--- src/rtl/sar_adc_pkg.sv ---
package sar_adc_pkg;
  typedef enum logic [1:0] {
    CLK_DIV_A = 2'b00,
    CLK_DIV_B = 2'b01,
    CLK_DIV_C = 2'b10,
    CLK_RC    = 2'b11
  } clk_sel_e;

  localparam logic [1:0] ADDR_CFG  = 2'd0;
  localparam logic [1:0] ADDR_MODE = 2'd1;
  localparam logic [1:0] ADDR_FLAG = 2'd2;
endpackage

--- src/rtl/sar_tick_gen.sv ---
// Bit-period tick source: divided system clock or synchronized RC edges.
module sar_tick_gen
  import sar_adc_pkg::*;
#(
  parameter int DIV_A       = 2,
  parameter int DIV_B       = 8,
  parameter int DIV_C       = 32,
  parameter int SYNC_STAGES = 2
) (
  input  logic     clk,
  input  logic     rst,
  input  logic     run,
  input  logic     restart,
  input  clk_sel_e sel,
  input  logic     rc_clk,
  output logic     tick
);
  localparam int DMAX_AB = (DIV_A > DIV_B) ? DIV_A : DIV_B;
  localparam int DMAX    = (DMAX_AB > DIV_C) ? DMAX_AB : DIV_C;
  localparam int CW      = $clog2(DMAX + 1);

  logic [CW-1:0]          cnt_q;
  logic [CW-1:0]          limit;
  logic [SYNC_STAGES-1:0] sync_q;
  logic                   rc_prev_q;
  logic                   rc_rise;

  always_comb begin
    case (sel)
      CLK_DIV_A: limit = CW'(DIV_A - 1);
      CLK_DIV_B: limit = CW'(DIV_B - 1);
      CLK_DIV_C: limit = CW'(DIV_C - 1);
      default:   limit = '0;
    endcase
  end

  // synchronizer chain for the asynchronous RC clock
  genvar g;
  generate
    for (g = 0; g < SYNC_STAGES; g++) begin : g_sync
      if (g == 0) begin : g_first
        always_ff @(posedge clk) begin
          if (rst) sync_q[0] <= 1'b0;
          else     sync_q[0] <= rc_clk;
        end
      end else begin : g_next
        always_ff @(posedge clk) begin
          if (rst) sync_q[g] <= 1'b0;
          else     sync_q[g] <= sync_q[g-1];
        end
      end
    end
  endgenerate

  always_ff @(posedge clk) begin
    if (rst) rc_prev_q <= 1'b0;
    else     rc_prev_q <= sync_q[SYNC_STAGES-1];
  end

  assign rc_rise = sync_q[SYNC_STAGES-1] & ~rc_prev_q;

  // divider restarts with every conversion so the frame length is exact
  always_ff @(posedge clk) begin
    if (rst || restart)  cnt_q <= '0;
    else if (run)        cnt_q <= (cnt_q == limit) ? '0 : cnt_q + CW'(1);
  end

  assign tick = run && ((sel == CLK_RC) ? rc_rise : (cnt_q == limit));
endmodule

--- src/rtl/sar_core.sv ---
// Eleven-period successive approximation sequence, MSB first.
module sar_core #(
  parameter int RES_W = 10
) (
  input  logic             clk,
  input  logic             rst,
  input  logic             go,
  input  logic             abort,
  input  logic             tick,
  input  logic             cmp_hi,
  output logic             busy,
  output logic             sample_closed,
  output logic [RES_W-1:0] dac_code,
  output logic             finish,
  output logic [RES_W-1:0] final_code
);
  localparam int SW = $clog2(RES_W + 1);
  localparam logic [RES_W-1:0] TOP_BIT = {1'b1, {(RES_W-1){1'b0}}};

  logic             busy_q;
  logic             closed_q;
  logic [SW-1:0]    step_q;
  logic [RES_W-1:0] code_q;
  logic [RES_W-1:0] trial_mask;
  logic [RES_W-1:0] decided;
  logic [RES_W-1:0] next_trial;

  // step 0 is setup; step k (1..RES_W) resolves bit RES_W-k
  assign trial_mask = TOP_BIT >> (step_q - SW'(1));
  assign decided    = cmp_hi ? code_q : (code_q & ~trial_mask);
  assign next_trial = decided | (trial_mask >> 1);
  assign finish     = busy_q && tick && (step_q == SW'(RES_W));
  assign final_code = decided;

  always_ff @(posedge clk) begin
    if (rst) begin
      busy_q   <= 1'b0;
      closed_q <= 1'b1;
      step_q   <= '0;
      code_q   <= '0;
    end else if (abort && busy_q) begin
      busy_q   <= 1'b0;
      closed_q <= 1'b1;
      step_q   <= '0;
      code_q   <= '0;
    end else if (go && !busy_q) begin
      busy_q   <= 1'b1;
      closed_q <= 1'b0;
      step_q   <= '0;
      code_q   <= '0;
    end else if (busy_q && tick) begin
      if (step_q == '0) begin
        code_q <= TOP_BIT;
        step_q <= SW'(1);
      end else if (finish) begin
        busy_q   <= 1'b0;
        closed_q <= 1'b1;
        step_q   <= '0;
        code_q   <= '0;
      end else begin
        code_q <= next_trial;
        step_q <= step_q + SW'(1);
      end
    end
  end

  assign busy          = busy_q;
  assign sample_closed = closed_q;
  assign dac_code      = code_q;
endmodule

--- src/rtl/sar_result_reg.sv ---
// Result register pair; justification is applied at load time.
module sar_result_reg #(
  parameter int RES_W = 10,
  parameter int OUT_W = 8
) (
  input  logic             clk,
  input  logic             rst,
  input  logic             load,
  input  logic             right_just,
  input  logic [RES_W-1:0] code,
  output logic [OUT_W-1:0] hi,
  output logic [OUT_W-1:0] lo
);
  localparam int TOT = 2 * OUT_W;
  localparam int PAD = TOT - RES_W;

  logic [TOT-1:0] packed_word;

  assign packed_word = right_just ? TOT'(code) : (TOT'(code) << PAD);

  always_ff @(posedge clk) begin
    if (rst) begin
      hi <= '0;
      lo <= '0;
    end else if (load) begin
      hi <= packed_word[TOT-1:OUT_W];
      lo <= packed_word[OUT_W-1:0];
    end
  end
endmodule

--- src/rtl/sar_adc_seq.sv ---
module sar_adc_seq
  import sar_adc_pkg::*;
#(
  parameter int RES_W       = 10,
  parameter int OUT_W       = 8,
  parameter int DIV_A       = 2,
  parameter int DIV_B       = 8,
  parameter int DIV_C       = 32,
  parameter int SYNC_STAGES = 2
) (
  input  logic             clk,
  input  logic             rst,
  input  logic             wr_en,
  input  logic [1:0]       wr_addr,
  input  logic [7:0]       wr_data,
  input  logic             rc_clk,
  input  logic             cmp_hi,
  output logic             busy,
  output logic             done_flag,
  output logic             irq,
  output logic [OUT_W-1:0] res_hi,
  output logic [OUT_W-1:0] res_lo,
  output logic [3:0]       chan_sel,
  output logic             vref_pos_ext,
  output logic             vref_neg_ext,
  output logic             sample_closed,
  output logic [RES_W-1:0] dac_code
);
  logic       en_q;
  logic [3:0] chan_q;
  clk_sel_e   sel_q;
  logic       fmt_q;
  logic       pref_q;
  logic       nref_q;
  logic       irqen_q;
  logic       flag_q;

  logic cfg_wr, mode_wr, flag_wr;
  logic go, abort, tick, finish, busy_w;
  logic [RES_W-1:0] final_code;

  assign cfg_wr  = wr_en && (wr_addr == ADDR_CFG);
  assign mode_wr = wr_en && (wr_addr == ADDR_MODE);
  assign flag_wr = wr_en && (wr_addr == ADDR_FLAG);
  assign go      = cfg_wr && wr_data[0] && wr_data[7] && !busy_w;
  assign abort   = cfg_wr && !wr_data[0] && busy_w;

  always_ff @(posedge clk) begin
    if (rst) begin
      en_q    <= 1'b0;
      chan_q  <= '0;
      sel_q   <= CLK_DIV_A;
      fmt_q   <= 1'b0;
      pref_q  <= 1'b0;
      nref_q  <= 1'b0;
      irqen_q <= 1'b0;
    end else begin
      if (cfg_wr) begin
        en_q   <= wr_data[0];
        chan_q <= wr_data[4:1];
        sel_q  <= clk_sel_e'(wr_data[6:5]);
      end
      if (mode_wr) begin
        fmt_q   <= wr_data[0];
        pref_q  <= wr_data[1];
        nref_q  <= wr_data[2];
        irqen_q <= wr_data[3];
      end
    end
  end

  // completion sets the flag; a flag write clears it; set has priority
  always_ff @(posedge clk) begin
    if (rst)          flag_q <= 1'b0;
    else if (finish)  flag_q <= 1'b1;
    else if (flag_wr) flag_q <= 1'b0;
  end

  sar_tick_gen #(
    .DIV_A(DIV_A), .DIV_B(DIV_B), .DIV_C(DIV_C), .SYNC_STAGES(SYNC_STAGES)
  ) u_tick (
    .clk(clk), .rst(rst), .run(busy_w), .restart(go),
    .sel(sel_q), .rc_clk(rc_clk), .tick(tick)
  );

  sar_core #(.RES_W(RES_W)) u_core (
    .clk(clk), .rst(rst), .go(go), .abort(abort), .tick(tick),
    .cmp_hi(cmp_hi), .busy(busy_w), .sample_closed(sample_closed),
    .dac_code(dac_code), .finish(finish), .final_code(final_code)
  );

  sar_result_reg #(.RES_W(RES_W), .OUT_W(OUT_W)) u_res (
    .clk(clk), .rst(rst), .load(finish), .right_just(fmt_q),
    .code(final_code), .hi(res_hi), .lo(res_lo)
  );

  assign busy         = busy_w;
  assign done_flag    = flag_q;
  assign irq          = flag_q & irqen_q;
  assign chan_sel     = chan_q;
  assign vref_pos_ext = pref_q;
  assign vref_neg_ext = nref_q;
endmodule

--- config.mk ---
export PLATFORM = sky130hd
export DESIGN_NAME = sar_adc_seq
export DESIGN_NICKNAME = d
export VERILOG_FILES = /design/src/rtl/sar_adc_pkg.sv /design/src/rtl/sar_tick_gen.sv /design/src/rtl/sar_core.sv /design/src/rtl/sar_result_reg.sv /design/src/rtl/sar_adc_seq.sv
export SDC_FILE = /design/constraint.sdc
export NUM_CORES = 1
export LEC_CHECK = 0
export ABC_AREA = 1
export BUFFER_PORTS_ARGS = -buffer_cell sky130_fd_sc_hd__buf_2
export CAP_MARGIN = 10
export CORE_AREA = 2 2 58 100
export CTS_CLUSTER_SIZE = 24
export DETAILED_ROUTE_END_ITERATION = 16
export DIE_AREA = 0 0 60 102
export GPL_ROUTABILITY_DRIVEN = 0
export PLACE_DENSITY = 0.74
export SLEW_MARGIN = 20
export SYNTH_ARGS = -nofsm -noshare
export SYNTH_HDL_FRONTEND = slang
export SYNTH_SLANG_ARGS = --single-unit
--- constraint.sdc ---
create_clock -name clk -period 3.5 [get_ports clk]
set_clock_uncertainty 0.05 [all_clocks]
set_input_delay 0.525 -clock clk [delete_from_list [all_inputs] [get_ports clk]]
set_output_delay 0.525 -clock clk [all_outputs]
set_load 0.005 [all_outputs]
==> impl_results.md <==
- Worst-path maximum fanout: 20
- Critical path class: flip-flop to flip-flop
- Post-synthesis sequential area ratio: 38.48%
- Commonest non-fill, non-tap cell in the layout: nor2_1
- Initial antenna violation count: 0
- Sequential share of power: 55.1%
- Post-Place Cell Area: 2948 um2
- Yosys reg bits: 52
- Combinational power share: 5.0%
- Setup Buffers After CTS: 0
- Vias: 2509
- Startpoint Class: flip-flop
- Critical path's top delay family: simple AND/OR/NAND/NOR gates
- Die W: 60 um
- Vias in the first global route: 2362
- # diodes: 0
- HPWL after DPL: 4500 um
- Detailed Route Iter0 Violations: 126
- Fill count: 518
- Max incr delay on CP: 0.38 ns
- Largest net degree at the start of global routing: 22
- H-tree depth: 2
- Remaining Overflow, GRT: 0
- Setup TNS: 0 ns
- Syn avg cell area: 6.954 um2
- P_leak: 1.382 nW
- DRC errors left: 0
- Final Net Count: 458
- I/O pin cnt: 51
- First-pass GRT wire length: 9701 um
- Tightest Hold Check Type: flip-flop to flip-flop
- Critical-path cell list: inv_1, ha_1, a21oi_1, nor2_1, nand3_2, nand2_4, nand3_4, clkinv_2, o21ai_0, nand2_1
- Post_cts resized: 0
- Final wirelength: 5863 um
- Drt first pass iters: 5
- Area of the die: 6120 um2
- Layout area overhead: 13.46%
- Slew Limit Fails: 0
- Final Cell Area: 3069 um2
- P_int: 0.8528 mW
- Core area: 5299 um2
- Synth unique cells: 30
- Total CTS buffers: 5
- RSZ-0062 raised after global routing: false
- Syn Std Cell Area: 2705 um2
- Worst slew pin tran: 0.4280 ns
- Total of max-cap violations: 0
- Clk root buf: clkbuf_8
- Number of core rows: 35
- Worst Path Buf+Inv: 2
- Peak VDD IR: 0.2716 mV
- Crit path time final: 2.050 ns
- PD cells: 357.8 nW/um2
- Antenna Nets Post-Route: 0
- Wirelength per Cell: 11.54 um
- Critical path data arrival time: 2.19 ns
- Maximum clock rate: 487.9 MHz
- Clk slew on worst S/H paths: 0.10 ns
- Worst setup EP type: flip-flop
- Most frequent cells in the layout: 97 x nor2_1, 64 x nand2_1, 52 x dfxtp_1
- Period utilisation layout: 58.56%
- Vert. Die Dim: 102 um
- Cts hold-fix bufs: 0
- Critical Path RT: 3.64 ns
- Clock power frac: 39.9%
- # setup viols final: 0
- Port Buffers: 50
- Slew headroom: 71.43%
- Post-Syn Nets: 414
- Share of cells above drive strength 1: 17.51%
- Final hold vios: 0
- Vias/cell: 4.939
- Sw frac: 22.34%
- Post-Syn Instances: 389
- YS warnings: 0
- Status: completed
- Critical-path top delay cell: dfxtp_1
- Initial Util: 51.05%
- Worst-case clock buffer depth: 2
- CTS tree: yes
- Total GRT Usage: 20.01%
- Clk_lat worst skew: 0.31 ns
- Psw: 0.2453 mW
- Clock sinks: 52
-- stage by stage --
| step | util, % | cells | power [mW] | setup WS [ns] | hold WS (ns) |
|---|---|---|---|---|---|
| finish | 57.92 | 508 | 1.098 | 1.450 | 0.3548 |
| global route | 57.92 | 508 | 1.133 | 1.227 | 0.3633 |
| CTS | 57.92 | 508 | 1.103 | 1.418 | 0.3578 |
| detailed placement | 55.63 | 500 | 0.6739 | 1.438 | 0.3560 |
| global placement | 55.63 | 500 | 0.6728 | 1.508 | 0.3453 |
| floorplan | - | 389 | 0.6539 | 1.818 | 0.3383 |
-- final timing paths --
path	start	end	slack, ns	cells after the start
min	u_tick.sync_q[0]$_SDFF_PP0_	u_tick.sync_q[1]$_SDFF_PP0_	0.35	2
max reg2reg	sel_q[0]$_SDFFE_PP0N_	u_core.sample_closed$_SDFFE_PP1P_	1.45	10
min reg2reg	u_tick.sync_q[0]$_SDFF_PP0_	u_tick.sync_q[1]$_SDFF_PP0_	0.35	2
max	sel_q[0]$_SDFFE_PP0N_	u_core.sample_closed$_SDFFE_PP1P_	1.45	10
-- worst register-to-register path: stages (launching register included) --
cell,delay [ns]
dfxtp_1,0.38
inv_1,0.08
ha_1,0.31
a21oi_1,0.12
nor2_1,0.07
nand3_2,0.11
nand2_4,0.09
nand3_4,0.17
clkinv_2,0.26
o21ai_0,0.23
nand2_1,0.07
-- cell families (layout without fill, tap and decap cells) --
family	count (synthesis)	count (layout)	share of synthesized area [%]
AND/OR/NAND/NOR	214	214	35.57
buffers and inverters	57	102	9.851
XOR/XNOR	6	6	1.943
flip-flops	52	52	38.48
AO/OA/AOI/OAI	50	50	9.529
adder cells (fa/ha/maj)	10	10	4.625
-- metal layers --
layer / up-vias / share of wire, % / global-route usage (%)
li1: 1317 / - / -
met1: 1109 / 42 / 22.69
met2: 76 / 52 / 35.70
met3: 7 / 4.5 / 2.405
met4: 0 / 1.4 / 9.744
met5: - / 0 / 0
-- state kept, by name (all words and copies together) (netlist names) --
register,cells
chan_sel,4
done_flag,1
fmt_q,1
irqen_q,1
sel_q,2
u_core.busy,1
u_core.dac_code,10
u_core.sample_closed,1
u_core.step_q,4
u_res.hi,8
u_res.lo,8
u_tick.cnt_q,6
u_tick.rc_prev_q,1
u_tick.sync_q,2
vref_neg_ext,1
vref_pos_ext,1
-- synthesized netlist by cell type --
| cell | instances | share of area [%] |
|---|---|---|
| o21ai_0 | 14 | 2.6 |
| nand3_1 | 21 | 3.9 |
| nand2_4 | 3 | 1.2 |
| nor3_4 | 1 | 0.60 |
| nor3_1 | 10 | 1.9 |
| nand2_2 | 2 | 0.46 |
| nand4_1 | 8 | 1.9 |
| inv_1 | 39 | 5.4 |
| buf_6 | 6 | 2.5 |
| ha_1 | 10 | 4.6 |
| nand3_2 | 3 | 1.1 |
| nand2_1 | 64 | 8.9 |
| o31ai_1 | 1 | 0.28 |
| nor3b_1 | 1 | 0.28 |
| a21boi_1 | 1 | 0.28 |
| o21bai_1 | 1 | 0.28 |
| nand3_4 | 1 | 0.65 |
| nand4_2 | 1 | 0.46 |
| inv_2 | 4 | 0.55 |
| clkbuf_1 | 4 | 0.55 |
| xor2_1 | 4 | 1.3 |
| buf_4 | 1 | 0.28 |
| o21ai_1 | 2 | 0.37 |
| a21oi_1 | 31 | 5.7 |
| nor2_4 | 2 | 0.83 |
| dfxtp_1 | 52 | 38 |
| clkinv_2 | 1 | 0.18 |
| xnor2_1 | 2 | 0.65 |
| buf_2 | 2 | 0.37 |
| nor2_1 | 97 | 13 |
-- power groups by stage --
| stage | clock (mW) | sequential, mW | combinational, mW |
|---|---|---|---|
| 6_report | 0.438 | 0.606 | 0.0545 |
| 5_1_grt | 0.463 | 0.607 | 0.0627 |
| 4_1_cts | 0.442 | 0.606 | 0.0548 |
| 3_5_place_dp | 0 | 0.620 | 0.0544 |
| 3_3_place_gp | 0 | 0.619 | 0.0535 |
| 2_1_floorplan | 0 | 0.618 | 0.0363 |
-- area by class of cell --
class                   count  area [um2]  area share, %
clock buffers               6       82.58          2.691
clock inverters             2       38.79          1.264
inverters                  44       166.4          5.422
multi-input cells         280        1398          45.54
flip-flops and latches     52        1041          33.92
well taps                  74       92.59          3.017
repair buffers             50       250.2          8.153
No activity file was read; power rests on OpenSTA's default activity.
